$ cat config.mk
export PLATFORM = sky130hd
export DESIGN_NAME = txdq_engine
export DESIGN_NICKNAME = d
export VERILOG_FILES = /design/src/rtl/txdq_pkg.sv /design/src/rtl/txdq_ring_ptr.sv /design/src/rtl/txdq_csr.sv /design/src/rtl/txdq_seq.sv /design/src/rtl/txdq_engine.sv
export SDC_FILE = /design/constraint.sdc
export NUM_CORES = 1
export LEC_CHECK = 0
export ABC_AREA = 1
export BUFFER_PORTS_ARGS = -buffer_cell sky130_fd_sc_hd__clkbuf_2
export CORE_ASPECT_RATIO = 2
export CORE_MARGIN = 4
export CORE_UTILIZATION = 50
export CTS_BUF_LIST = sky130_fd_sc_hd__clkbuf_4
export DETAILED_ROUTE_END_ITERATION = 6
export GPL_TIMING_DRIVEN = 0
export PLACE_DENSITY = 0.82
export SYNTH_ARGS = -nofsm -noshare
export SYNTH_HDL_FRONTEND = slang
export SYNTH_SLANG_ARGS = --single-unit
$ cat constraint.sdc
create_clock -name clk -period 6.3 [get_ports clk]
set_input_delay 0 -clock clk [delete_from_list [all_inputs] [get_ports clk]]
set_output_delay 0 -clock clk [all_outputs]
set_load 0.05 [all_outputs]
$ cat src/rtl/txdq_pkg.sv
package txdq_pkg;
  // register word offsets
  localparam logic [3:0] RA_CTRL  = 4'd0;
  localparam logic [3:0] RA_DBASE = 4'd1;
  localparam logic [3:0] RA_RSIZE = 4'd2;
  localparam logic [3:0] RA_DCUR  = 4'd3;
  localparam logic [3:0] RA_SBASE = 4'd4;
  localparam logic [3:0] RA_SCUR  = 4'd5;
  localparam logic [3:0] RA_ENQ   = 4'd6;
  localparam logic [3:0] RA_IEN   = 4'd7;
  localparam logic [3:0] RA_IRAW  = 4'd8;
  localparam logic [3:0] RA_ICLR  = 4'd9;
  localparam logic [3:0] RA_PEND  = 4'd10;

  localparam int IRQ_TX_BIT = 3;
  localparam int DESC_BYTES = 8;
  localparam int STS_BYTES  = 4;

  typedef enum logic [2:0] {
    SQ_IDLE, SQ_RD_BUF, SQ_RD_CTL, SQ_DECODE, SQ_OFFER, SQ_WAIT, SQ_STATUS
  } seq_state_e;

  typedef struct packed {
    logic        ok;
    logic        abort;
    logic        late;
    logic        under;
    logic        excoll;
    logic [4:0]  coll;
    logic [14:0] idx;
  } tx_result_t;

  function automatic logic [31:0] pack_status(input tx_result_t r);
    logic [31:0] w;
    w        = '0;
    w[31]    = 1'b1;
    w[30]    = r.ok;
    w[29]    = r.abort;
    w[26]    = r.late;
    w[25]    = r.under;
    w[24]    = r.excoll;
    w[20:16] = r.coll;
    w[14:0]  = r.idx;
    return w;
  endfunction
endpackage

$ cat src/rtl/txdq_ring_ptr.sv
module txdq_ring_ptr #(
  parameter int AW   = 32,
  parameter int STEP = 8
) (
  input  logic          clk,
  input  logic          rst_n,
  input  logic [AW-1:0] base,
  input  logic [AW-1:0] span,
  input  logic          load,
  input  logic [AW-1:0] load_val,
  input  logic          adv,
  output logic [AW-1:0] cur
);
  logic [AW-1:0] cur_q, nxt, off;

  always_comb begin
    nxt = cur_q + AW'(STEP);
    off = nxt - base;
  end

  always_ff @(posedge clk or negedge rst_n) begin
    if (!rst_n)    cur_q <= '0;
    else if (load) cur_q <= load_val;
    else if (adv)  cur_q <= (off >= span) ? base : nxt;
  end

  assign cur = cur_q;

  AST_PTR_STEP_OR_WRAP: assert property (@(posedge clk) disable iff (!rst_n)
    (adv && !load) |=> (cur_q == $past(cur_q) + AW'(STEP)) || (cur_q == $past(base)));
  AST_PTR_HOLD: assert property (@(posedge clk) disable iff (!rst_n)
    (!adv && !load) |=> $stable(cur_q));
endmodule

$ cat src/rtl/txdq_csr.sv
module txdq_csr
  import txdq_pkg::*;
#(
  parameter int AW    = 32,
  parameter int CNT_W = 16
) (
  input  logic             clk,
  input  logic             rst_n,
  input  logic             reg_wr,
  input  logic             reg_rd,
  input  logic [3:0]       reg_addr,
  input  logic [31:0]      reg_wdata,
  output logic [31:0]      reg_rdata,
  input  logic             done,
  input  logic [AW-1:0]    desc_cur,
  input  logic [AW-1:0]    sts_cur,
  output logic             tx_en,
  output logic [AW-1:0]    desc_base,
  output logic [AW-1:0]    ring_bytes,
  output logic [AW-1:0]    sts_base,
  output logic             desc_load,
  output logic             sts_load,
  output logic [AW-1:0]    load_val,
  output logic [CNT_W-1:0] pending,
  output logic             irq
);
  logic             en_q, ien_q, raw_q;
  logic [AW-1:0]    dbase_q, rsize_q, sbase_q;
  logic [CNT_W-1:0] pend_q;
  logic             enq_hit, clr_rd;

  assign enq_hit   = reg_wr && (reg_addr == RA_ENQ);
  assign clr_rd    = reg_rd && (reg_addr == RA_ICLR);
  assign desc_load = reg_wr && (reg_addr == RA_DCUR);
  assign sts_load  = reg_wr && (reg_addr == RA_SCUR);
  assign load_val  = reg_wdata[AW-1:0];

  always_ff @(posedge clk or negedge rst_n) begin
    if (!rst_n) begin
      en_q    <= 1'b0;
      ien_q   <= 1'b0;
      dbase_q <= '0;
      rsize_q <= '0;
      sbase_q <= '0;
    end else if (reg_wr) begin
      case (reg_addr)
        RA_CTRL:  en_q    <= reg_wdata[0];
        RA_DBASE: dbase_q <= reg_wdata[AW-1:0];
        RA_RSIZE: rsize_q <= reg_wdata[AW-1:0];
        RA_SBASE: sbase_q <= reg_wdata[AW-1:0];
        RA_IEN:   ien_q   <= reg_wdata[IRQ_TX_BIT];
        default: ;
      endcase
    end
  end

  // pending work count: enqueue adds, completion subtracts
  always_ff @(posedge clk or negedge rst_n) begin
    if (!rst_n) pend_q <= '0;
    else pend_q <= pend_q + (enq_hit ? reg_wdata[CNT_W-1:0] : '0) - CNT_W'(done);
  end

  // transmit-complete flag: a new completion wins over a clearing read
  always_ff @(posedge clk or negedge rst_n) begin
    if (!rst_n)      raw_q <= 1'b0;
    else if (done)   raw_q <= 1'b1;
    else if (clr_rd) raw_q <= 1'b0;
  end

  always_ff @(posedge clk or negedge rst_n) begin
    if (!rst_n) reg_rdata <= '0;
    else if (reg_rd) begin
      case (reg_addr)
        RA_CTRL:          reg_rdata <= {31'b0, en_q};
        RA_DBASE:         reg_rdata <= 32'(dbase_q);
        RA_RSIZE:         reg_rdata <= 32'(rsize_q);
        RA_DCUR:          reg_rdata <= 32'(desc_cur);
        RA_SBASE:         reg_rdata <= 32'(sbase_q);
        RA_SCUR:          reg_rdata <= 32'(sts_cur);
        RA_IEN:           reg_rdata <= 32'(ien_q) << IRQ_TX_BIT;
        RA_IRAW, RA_ICLR: reg_rdata <= 32'(raw_q) << IRQ_TX_BIT;
        RA_PEND:          reg_rdata <= 32'(pend_q);
        default:          reg_rdata <= '0;
      endcase
    end
  end

  assign tx_en      = en_q;
  assign desc_base  = dbase_q;
  assign ring_bytes = rsize_q;
  assign sts_base   = sbase_q;
  assign pending    = pend_q;
  assign irq        = raw_q & ien_q;

  AST_PEND_DEC: assert property (@(posedge clk) disable iff (!rst_n)
    (done && !enq_hit) |=> pend_q == $past(pend_q) - CNT_W'(1));
  AST_IRQ_CLEARED: assert property (@(posedge clk) disable iff (!rst_n)
    (clr_rd && !done) |=> !irq);
  AST_IRQ_RAISED: assert property (@(posedge clk) disable iff (!rst_n)
    (done && ien_q && !(reg_wr && reg_addr == RA_IEN)) |=> irq);
endmodule

$ cat src/rtl/txdq_seq.sv
module txdq_seq
  import txdq_pkg::*;
#(
  parameter int AW    = 32,
  parameter int CNT_W = 16,
  parameter int LEN_W = 12
) (
  input  logic             clk,
  input  logic             rst_n,
  input  logic             tx_en,
  input  logic [CNT_W-1:0] pending,
  input  logic [AW-1:0]    desc_cur,
  input  logic [AW-1:0]    sts_cur,
  output logic             mem_req,
  output logic             mem_we,
  output logic [AW-1:0]    mem_addr,
  output logic [31:0]      mem_wdata,
  input  logic [31:0]      mem_rdata,
  output logic             mac_valid,
  input  logic             mac_ready,
  output logic [LEN_W-1:0] mac_len,
  output logic [31:0]      mac_buf,
  input  logic             mac_done,
  input  logic             mac_ok,
  input  logic [4:0]       mac_coll,
  input  logic             mac_excoll,
  input  logic             mac_late,
  input  logic             mac_underrun,
  output logic             done
);
  seq_state_e       st_q, st_d;
  logic [31:0]      buf_q;
  logic [LEN_W-1:0] len_q;
  tx_result_t       res_q;

  always_comb begin
    st_d = st_q;
    case (st_q)
      SQ_IDLE:   if (tx_en && pending != '0) st_d = SQ_RD_BUF;
      SQ_RD_BUF: st_d = SQ_RD_CTL;
      SQ_RD_CTL: st_d = SQ_DECODE;
      SQ_DECODE: st_d = mem_rdata[15] ? SQ_STATUS : SQ_OFFER;
      SQ_OFFER:  if (mac_ready) st_d = SQ_WAIT;
      SQ_WAIT:   if (mac_done) st_d = SQ_STATUS;
      SQ_STATUS: st_d = SQ_IDLE;
      default:   st_d = SQ_IDLE;
    endcase
  end

  always_ff @(posedge clk or negedge rst_n) begin
    if (!rst_n) begin
      st_q  <= SQ_IDLE;
      buf_q <= '0;
      len_q <= '0;
      res_q <= '0;
    end else begin
      st_q <= st_d;
      if (st_q == SQ_RD_CTL) buf_q <= mem_rdata;
      if (st_q == SQ_DECODE) begin
        len_q       <= mem_rdata[LEN_W-1:0];
        res_q       <= '0;
        res_q.idx   <= mem_rdata[30:16];
        res_q.abort <= mem_rdata[15];
      end
      if (st_q == SQ_WAIT && mac_done) begin
        res_q.ok     <= mac_ok;
        res_q.late   <= mac_late;
        res_q.under  <= mac_underrun;
        res_q.excoll <= mac_excoll;
        res_q.coll   <= mac_coll;
      end
    end
  end

  always_comb begin
    mem_req   = 1'b0;
    mem_we    = 1'b0;
    mem_addr  = desc_cur;
    mem_wdata = '0;
    case (st_q)
      SQ_RD_BUF: mem_req = 1'b1;
      SQ_RD_CTL: begin
        mem_req  = 1'b1;
        mem_addr = desc_cur + AW'(4);
      end
      SQ_STATUS: begin
        mem_req   = 1'b1;
        mem_we    = 1'b1;
        mem_addr  = sts_cur;
        mem_wdata = pack_status(res_q);
      end
      default: ;
    endcase
  end

  assign mac_valid = (st_q == SQ_OFFER);
  assign mac_len   = len_q;
  assign mac_buf   = buf_q;
  assign done      = (st_q == SQ_STATUS);

  AST_OFFER_HOLD: assert property (@(posedge clk) disable iff (!rst_n)
    (mac_valid && !mac_ready) |=> mac_valid && $stable(mac_len) && $stable(mac_buf));
  AST_GATED_FETCH: assert property (@(posedge clk) disable iff (!rst_n)
    (st_q == SQ_IDLE && !tx_en) |=> !mem_req);
  AST_ABORT_NO_OFFER: assert property (@(posedge clk) disable iff (!rst_n)
    (st_q == SQ_DECODE && mem_rdata[15]) |=> !mac_valid && done);
  AST_SINGLE_DONE: assert property (@(posedge clk) disable iff (!rst_n)
    done |=> !done);
endmodule

$ cat src/rtl/txdq_engine.sv
module txdq_engine
  import txdq_pkg::*;
#(
  parameter int AW    = 32,
  parameter int CNT_W = 16,
  parameter int LEN_W = 12
) (
  input  logic             clk,
  input  logic             rst_n,
  input  logic             reg_wr,
  input  logic             reg_rd,
  input  logic [3:0]       reg_addr,
  input  logic [31:0]      reg_wdata,
  output logic [31:0]      reg_rdata,
  output logic             mem_req,
  output logic             mem_we,
  output logic [AW-1:0]    mem_addr,
  output logic [31:0]      mem_wdata,
  input  logic [31:0]      mem_rdata,
  output logic             mac_valid,
  input  logic             mac_ready,
  output logic [LEN_W-1:0] mac_len,
  output logic [31:0]      mac_buf,
  input  logic             mac_done,
  input  logic             mac_ok,
  input  logic [4:0]       mac_coll,
  input  logic             mac_excoll,
  input  logic             mac_late,
  input  logic             mac_underrun,
  output logic             tx_irq
);
  logic             tx_en, done, desc_load, sts_load;
  logic [AW-1:0]    desc_base, ring_bytes, sts_base, sts_span, load_val;
  logic [AW-1:0]    desc_cur, sts_cur;
  logic [CNT_W-1:0] pending;

  // status ring holds one word per descriptor entry
  assign sts_span = (ring_bytes / AW'(DESC_BYTES)) * AW'(STS_BYTES);

  txdq_csr #(.AW(AW), .CNT_W(CNT_W)) u_csr (
    .clk, .rst_n, .reg_wr, .reg_rd, .reg_addr, .reg_wdata, .reg_rdata,
    .done, .desc_cur, .sts_cur, .tx_en, .desc_base, .ring_bytes, .sts_base,
    .desc_load, .sts_load, .load_val, .pending, .irq(tx_irq)
  );

  txdq_ring_ptr #(.AW(AW), .STEP(DESC_BYTES)) u_desc_ptr (
    .clk, .rst_n, .base(desc_base), .span(ring_bytes), .load(desc_load),
    .load_val, .adv(done), .cur(desc_cur)
  );

  txdq_ring_ptr #(.AW(AW), .STEP(STS_BYTES)) u_sts_ptr (
    .clk, .rst_n, .base(sts_base), .span(sts_span), .load(sts_load),
    .load_val, .adv(done), .cur(sts_cur)
  );

  txdq_seq #(.AW(AW), .CNT_W(CNT_W), .LEN_W(LEN_W)) u_seq (
    .clk, .rst_n, .tx_en, .pending, .desc_cur, .sts_cur,
    .mem_req, .mem_we, .mem_addr, .mem_wdata, .mem_rdata,
    .mac_valid, .mac_ready, .mac_len, .mac_buf, .mac_done, .mac_ok,
    .mac_coll, .mac_excoll, .mac_late, .mac_underrun, .done
  );

  AST_RESET_QUIET: assert property (@(posedge clk) disable iff (!rst_n)
    $rose(rst_n) |-> !tx_irq && !mac_valid);
endmodule

# Word-level counts from Yosys, hierarchy flattened
# Cells that the tools add are included.
# totals
word_cells	92
output_inout_bits	144
regBits	283
# op_classes
n_reduce_logical	21
n_eq_ne	19
add_sub_neg	7
mux	22
magnitude_cmp	2
bitwise	1
# ops
operator	n
32-bit case mux with 9 select lines	1
32-bit two-way mux	7
32-bit by 3-bit adder with 32-bit output, second input constant	2
32-bit case mux with 2 select lines	1
32-bit subtractor	2
32-bit by 4-bit adder with 32-bit output, second input constant	1
32-bit by 31-bit greater-or-equal comparator with 1-bit output	1
32-bit greater-or-equal comparator	1
25-bit two-way mux	1
3-bit case mux with 6 select lines	1
16-bit adder	1
4-bit by 3-bit == test with 1-bit output, second input constant	4
16-bit two-way mux	1
16-bit nonzero test	1
16-bit by 1-bit subtractor with 16-bit output	1
4-bit == test, second input constant	3
2-bit AND reduction	5
3-bit == test, second input constant	3
3-bit two-way mux	3
4-bit by 2-bit == test with 1-bit output, second input constant	2
8-bit two-way mux	1
2-bit nonzero test	4
3-bit by 2-bit == test with 1-bit output, second input constant	2
1-bit logical AND	6
other kinds (12)	17

# Depth between registers and ports, before layout
# logic_depth
ltp_word	6
ltp_mapped	36
depth_no_buf	34

# Modules after synthesis
# Synthesis repeated with hierarchy kept, for this count alone.
# unflattened
hier_cells	3610
hier_area_um2	23398.7
# modules_own_cells
module	area_per_inst_um2	seq_area_each_um2	n_inst	cells_each
txdq_csr	8247.9	3678.5	1	1150
txdq_ring_ptr at u_sts_ptr	5401.4	800.8	1	895
txdq_ring_ptr at u_desc_ptr	5367.6	800.8	1	896
txdq_seq	4377.9	1801.7	1	668
txdq_engine	3.8	0.0	1	1

# Least setup slack after synthesis
# No wires, ideal clock.
# synth_path
path_type	reg2reg
from	register u_desc_ptr.cur_q[5], in the netlist u_desc_ptr.cur[5]
to	register u_desc_ptr.cur_q[31], in the netlist u_desc_ptr.cur[31]
path_stages_with_launch	34
path_slack_ps	1496
period_less_slack_ps	4804
arrival_ps	4661
path_buffers	2
path_cell_list	dfrtp_1 inv_2 nor3_2 nand2_1 nor2_2 inv_1 nor2_2 inv_1 nor3_1 xor2_1 inv_1 ha_1 a21oi_1 inv_1 a31oi_1 o21ai_0 a211oi_1 nand2_1 nand2_1 nand3b_1 xnor2_1 ha_1 nand2_1 inv_1 nand3_1 nor3_1 and3_1 nand4_1 nand3_1 clkbuf_1 buf_2 nand2_1 nand3_1 o221ai_1
# synth_via
elab_chain_cells	6
# synth_lines
element	line	rtl
from (decl)	txdq_ring_ptr.sv:14	logic [AW-1:0] cur_q, nxt, off;
from (signal assigned)	txdq_ring_ptr.sv:23	else if (load) cur_q <= load_val;
from (signal assigned)	txdq_ring_ptr.sv:24	else if (adv) cur_q <= (off >= span) ? base : nxt;
32-bit by 4-bit adder with 32-bit output *	txdq_ring_ptr.sv:17	nxt = cur_q + AW'(STEP);
32-bit subtractor	txdq_ring_ptr.sv:18	off = nxt - base;
32-bit greater-or-equal comparator	txdq_ring_ptr.sv:24	
32-bit two-way mux * (2 in a row)	txdq_ring_ptr.sv:24	
32-bit two-way mux *	txdq_ring_ptr.sv:23	
# Mark *: on every way between the ends. The rest lies on a longest branch, timed or not. The select of a mux whose other input is x is not followed.
# A chain may end at the register's enable or synchronous reset.

# Worst setup path after layout
# layout_path
from	register u_sts_ptr.cur_q[3], in the netlist u_sts_ptr.cur[3]
to	register u_sts_ptr.cur_q[7], in the netlist u_sts_ptr.cur[7]
# layout_via
elab_chain_cells	6
# layout_lines
element	line
from (decl)	txdq_ring_ptr.sv:14
from (signal assigned)	txdq_ring_ptr.sv:23
from (signal assigned)	txdq_ring_ptr.sv:24
32-bit by 3-bit adder with 32-bit output *	txdq_ring_ptr.sv:17
32-bit subtractor	txdq_ring_ptr.sv:18
32-bit by 31-bit greater-or-equal comparator with 1-bit output	txdq_ring_ptr.sv:24
32-bit two-way mux * (2 in a row)	txdq_ring_ptr.sv:24
32-bit two-way mux *	txdq_ring_ptr.sv:23
# Marks and branches as above.

==> tab_implementation.tex <==
\begin{tabular}{lr}
\hline
Metric & Value \\
\hline
\multicolumn{2}{l}{\textbf{STA}} \\
Worst Skew & 0.0570 ns \\
Max Freq & 0.160 GHz \\
Total negative setup slack & 0 ns \\
Final Critical Period & 6.25 ns \\
Max Transition Viols Final & 19 \\
Slew at the pin with the worst max-slew slack & 1.54 ns \\
Period utilization & 0.992 \\
Final Setup Violations & 0 \\
Worst slew margin relative to its limit & -0.0288 \\
Smallest setup slack after layout & 0.0483 ns \\
Final Hold Fails & 0 \\
\multicolumn{2}{l}{\textbf{Yosys}} \\
Top\_reg\_cell synth & sky130\_fd\_sc\_hd\_\_dfrtp\_1 \\
Cell variety after synth & 53 \\
Share of async-settable or async-resettable flops after synthesis & 1.00 \\
Number of enable-type register cells in the synthesized netlist & 0 \\
Mean cell area of the mapped netlist & 7.15 um\^{}2 \\
Yosys top cell by area & sky130\_fd\_sc\_hd\_\_dfrtp\_1 \\
Sequential element share of the synthesized area & 0.343 \\
Top area cells in the synthesized netlist & sky130\_fd\_sc\_hd\_\_dfrtp\_1, sky130\_fd\_sc\_hd\_\_nand2\_1, sky130\_fd\_sc\_hd\_\_ha\_1, sky130\_fd\_sc\_hd\_\_inv\_1, sky130\_fd\_sc\_hd\_\_o21ai\_0 \\
Synth Warn \# & 0 \\
Synthesized flop and latch total & 283 \\
Number of standard cells after synthesis & 2886 \\
Area share of the largest cell type after synthesis & 0.343 \\
Post-synthesis instance area & 0.0206 mm\^{}2 \\
\multicolumn{2}{l}{\textbf{Floorplan}} \\
Die area & 0.0448 mm\^{}2 \\
Die outline width & 152 um \\
Top Ports & 227 \\
Vertical die dimension & 295 um \\
Core Area & 0.0409 mm\^{}2 \\
Row Count & 105 \\
Initial Util & 0.505 \\
\multicolumn{2}{l}{\textbf{Worst setup path}} \\
Number of buffers and inverters on the critical path & 5 \\
Stages on the worst setup path & 32 \\
Reg-to-reg critical path startpoint & u\_sts\_ptr.cur[3]\$\_DFFE\_PN0P\_ \\
Element type at the critical path start & flop \\
Master of the slowest instance on the critical path & sky130\_fd\_sc\_hd\_\_dfrtp\_1 \\
Critical Path Fanout Max & 10 \\
Timing endpoint of the critical path & u\_sts\_ptr.cur[7]\$\_DFFE\_PN0P\_ \\
Critical path start-end classification & reg2reg \\
Data arrival, critical path & 6.92 ns \\
Terminus of the critical flop-to-flop path & u\_sts\_ptr.cur[7]\$\_DFFE\_PN0P\_ \\
Flop2flop setup slack & 0.05 ns \\
Critical path capture point type & flop \\
Crit-path leading delay family & simple AND/OR/NAND/NOR gates \\
Slowest Stage Delay on Critical Path & 0.48 ns \\
Setup crit start & u\_sts\_ptr.cur[3]\$\_DFFE\_PN0P\_ \\
Depth of the most critical reg-to-reg path & 32 \\
Worst path required time & 6.97 ns \\
Most numerous cell on the critical path & sky130\_fd\_sc\_hd\_\_nand2\_1 \\
\multicolumn{2}{l}{\textbf{Layout}} \\
Final non-filler cell total & 3936 \\
Area used by multi-input combinational logic & 0.0117 mm\^{}2 \\
Post-layout instance area & 0.0252 mm\^{}2 \\
Util after Layout & 0.618 \\
Number of fill cells & 3754 \\
Share of layout cells above drive strength 1 & 0.128 \\
Sequential Area & 0.00708 mm\^{}2 \\
Area overhead of the layout relative to synthesis & 22.3\% \\
Layout Nets & 3585 \\
\multicolumn{2}{l}{\textbf{Clock tree}} \\
CTS sink cnt & 283 \\
Clk pin slew, worst setup/hold paths & 0.08 ns \\
Root buffer selected by CTS & sky130\_fd\_sc\_hd\_\_clkbuf\_4 \\
Clock tree from TritonCTS & yes \\
Later-pin clock latency in the skew report & 0.83 ns \\
Number of buffers added by the clock tree synthesis step & 72 \\
Number of buffers between clock root and the deepest sink & 3 \\
H-tree lvl count & 3 \\
\multicolumn{2}{l}{\textbf{Global routing}} \\
Vias in the first global route & 24240 \\
Total Routing Usage GR & 0.438 \\
Pin count of the biggest net entering global routing & 107 \\
Number of antenna violations at the first check in global routing & 4 \\
First-pass GRT wire length & 144 mm \\
Final global-route overflow total & 0 \\
\multicolumn{2}{l}{\textbf{Power}} \\
Combinational group share of total power & 0.711 \\
Switching part of the total power & 0.579 \\
Share of power burned in registers & 0.183 \\
Clock power frac & 0.106 \\
Pleak & 12.8 nW \\
Maximum VDD drop & 0.519 mV \\
Cell-internal power & 0.00683 W \\
Power density normalized to cell area & 642 mW/mm\^{}2 \\
NetSw & 0.00938 W \\
\multicolumn{2}{l}{\textbf{Status}} \\
Outcome & finished with violations \\
Violated checks & max-capacitance violations, max-slew violations \\
\multicolumn{2}{l}{\textbf{Drt}} \\
Via density per instance & 6.02 \\
Highest routed metal layer & met5 \\
DRC Markers & 0 \\
Met2 WL & 47.3 mm \\
Overall routed net length & 98.9 mm \\
Initial detailed-routing violation count & 2139 \\
Met3 wire length & 7.84 mm \\
Count of antenna-violating nets left after detailed routing & 0 \\
Avg WL per Cell & 25.1 um \\
Vias after detailed routing & 23696 \\
DRT met1 WL & 30.1 mm \\
First drt pass iteration count & 6 \\
\multicolumn{2}{l}{\textbf{Worst hold path}} \\
Worst Min Path Start & mem\_rdata[9] \\
Type of the tightest min-delay check & in2reg \\
\multicolumn{2}{l}{\textbf{Place}} \\
Quantity of I/O buffers inserted on ports & 218 \\
Pre-CTS worst setup slack & -1.16 ns \\
Detailed Place HPWL & 73.3 mm \\
Placed Cells incl. Taps & 3646 \\
Weighted congestion reported at the end of routability-driven placement & 1.10 \\
Post-Place Cell Area & 0.0225 mm\^{}2 \\
\multicolumn{2}{l}{\textbf{Flow run}} \\
Count of max-cap constraint violations & 3 \\
\hline
\end{tabular}
[worst min-delay path by stage]
stage | endpoint | slack (ns) | depth (start not counted)
final | u_seq.mac_len[9]$_DFFE_PN0N_ | 0.04 | 4
after global routing | u_seq.mac_len[9]$_DFFE_PN0N_ | 0.07 | 4
after CTS | u_seq.mac_len[9]$_DFFE_PN0N_ | 0.004 | 4
after detailed placement | u_csr.sts_base[27]$_DFFE_PN0P_ | 0.20 | 1
after global placement | u_seq.mac_buf[12]$_DFFE_PN0P_ | 0.20 | 3
after floorplan | u_csr.desc_base[0]$_DFFE_PN0P_ | -0.30 | 0
[layout make-up]
| type | count | share of cell area |
|---|---|---|
| diodes | 2 | 0.000198 |
| plain buffers | 109 | 0.0193 |
| clock buffers | 99 | 0.0295 |
| clock inverters | 31 | 0.00719 |
| inverters | 443 | 0.0659 |
| multi-input cells | 2056 | 0.462 |
| flip-flops and latches | 283 | 0.281 |
| well taps | 535 | 0.0265 |
| repair buffers | 378 | 0.109 |
[what timing repair did]
item,CTS,global route
setup buffers,2,7
pin swaps,1,8
hold buffers,149,0
resized for setup,22,53
hold endpoints to repair,433,0
endpoints found under the setup margin,64,64
[routing by layer]
| layer | vias to the layer above | track usage |
|---|---|---|
| met3 | 654 | 0.0936 |
| met4 | 4 | 0.477 |
| met2 | 1578 | 0.734 |
| met5 | - | 0 |
| li1 | 10498 | - |
| met1 | 10962 | 0.414 |
[worst register-to-register path, delay by kind of cell, from the launching register on]
family,cells,cell delay (ns)
adder cells (fa/ha/maj),3,0.90
XOR/XNOR,2,0.35
flip-flops,1,0.48
buffers and inverters,5,0.89
AO/OA/AOI/OAI,7,0.94
AND/OR/NAND/NOR,15,2.56
[stage by stage]
| stage | hold slack, ns | power, W |
|---|---|---|
| 6_report | 0.0375 | 0.0162 |
| 5_1_grt | 0.0706 | 0.0172 |
| 4_1_cts | 0.00357 | 0.0154 |
| 3_5_place_dp | 0.197 | 0.0135 |
| 3_3_place_gp | 0.200 | 0.0133 |
| 2_1_floorplan | -0.296 | 0.0101 |
[logic make-up (layout without fill, tap and decap cells)]
kind of cell    count (synthesis)  count (layout)  synth area share
other cells                     1               8          0.000182
flops                         283             283             0.343
buf+inv                       552            1060             0.103
compound gates                667             667             0.186
simple gates                 1111            1111             0.223
fa+ha+maj                     159             159            0.0975
xor+xnor                      113             113            0.0480
[cell usage after synthesis (all sizes together), types with 9 or more instances]
| library cell | n |
|---|---|
| o21a | 9 |
| nand4 | 18 |
| xnor2 | 28 |
| a21oi | 189 |
| xor2 | 85 |
| nor4 | 10 |
| o21ai | 259 |
| buf | 24 |
| o22ai | 91 |
| inv | 438 |
| a31oi | 16 |
| ha | 156 |
| o211ai | 14 |
| or2 | 15 |
| nor2 | 162 |
| nor3 | 59 |
| o221ai | 44 |
| nand3 | 122 |
| dfrtp | 283 |
| nand2 | 720 |
| o21bai | 17 |
| clkbuf | 85 |
[state kept, by name (all words and copies together), names as in the netlist]
name / count
u_csr.tx_en: 1
u_seq.mac_buf: 32
u_csr.ien_q: 1
u_seq.mac_len: 12
u_csr.desc_base: 32
u_csr.reg_rdata: 32
u_sts_ptr.cur: 32
u_seq.st_q: 3
u_csr.pending: 16
u_csr.ring_bytes: 32
u_csr.raw_q: 1
u_csr.sts_base: 32
u_desc_ptr.cur: 32
u_seq.res_q: 25
[power groups by stage]
stage	Clock [W]	Combinational [W]	Sequential, W
after floorplan	0	0.00668	0.00340
after global placement	0	0.0104	0.00294
after detailed placement	0	0.0106	0.00295
after CTS	0.00170	0.0108	0.00292
after global routing	0.00179	0.0123	0.00302
final	0.00171	0.0115	0.00297
[cells in the final DEF (no fill, tap or decap), drive strengths merged, types with 3 or more instances in the layout]
cell type,count
o21ai,259
o21bai,17
o22ai,91
nand4,18
ha,156
a21oi,189
xnor2,28
a21boi,5
or2,15
dlygate4sd3,148
a21o,3
conb,6
o2111ai,3
a31oi,16
o211ai,14
fa,3
xor2,85
dfrtp,283
o221ai,44
o21a,9
nor4,10
nor3,59
clkinv,32
clkbuf,401
inv,440
nand2,720
buf,37
nand3,122
o31ai,7
nor2,162
o311ai,3
Power figures use the tool's default switching activity.
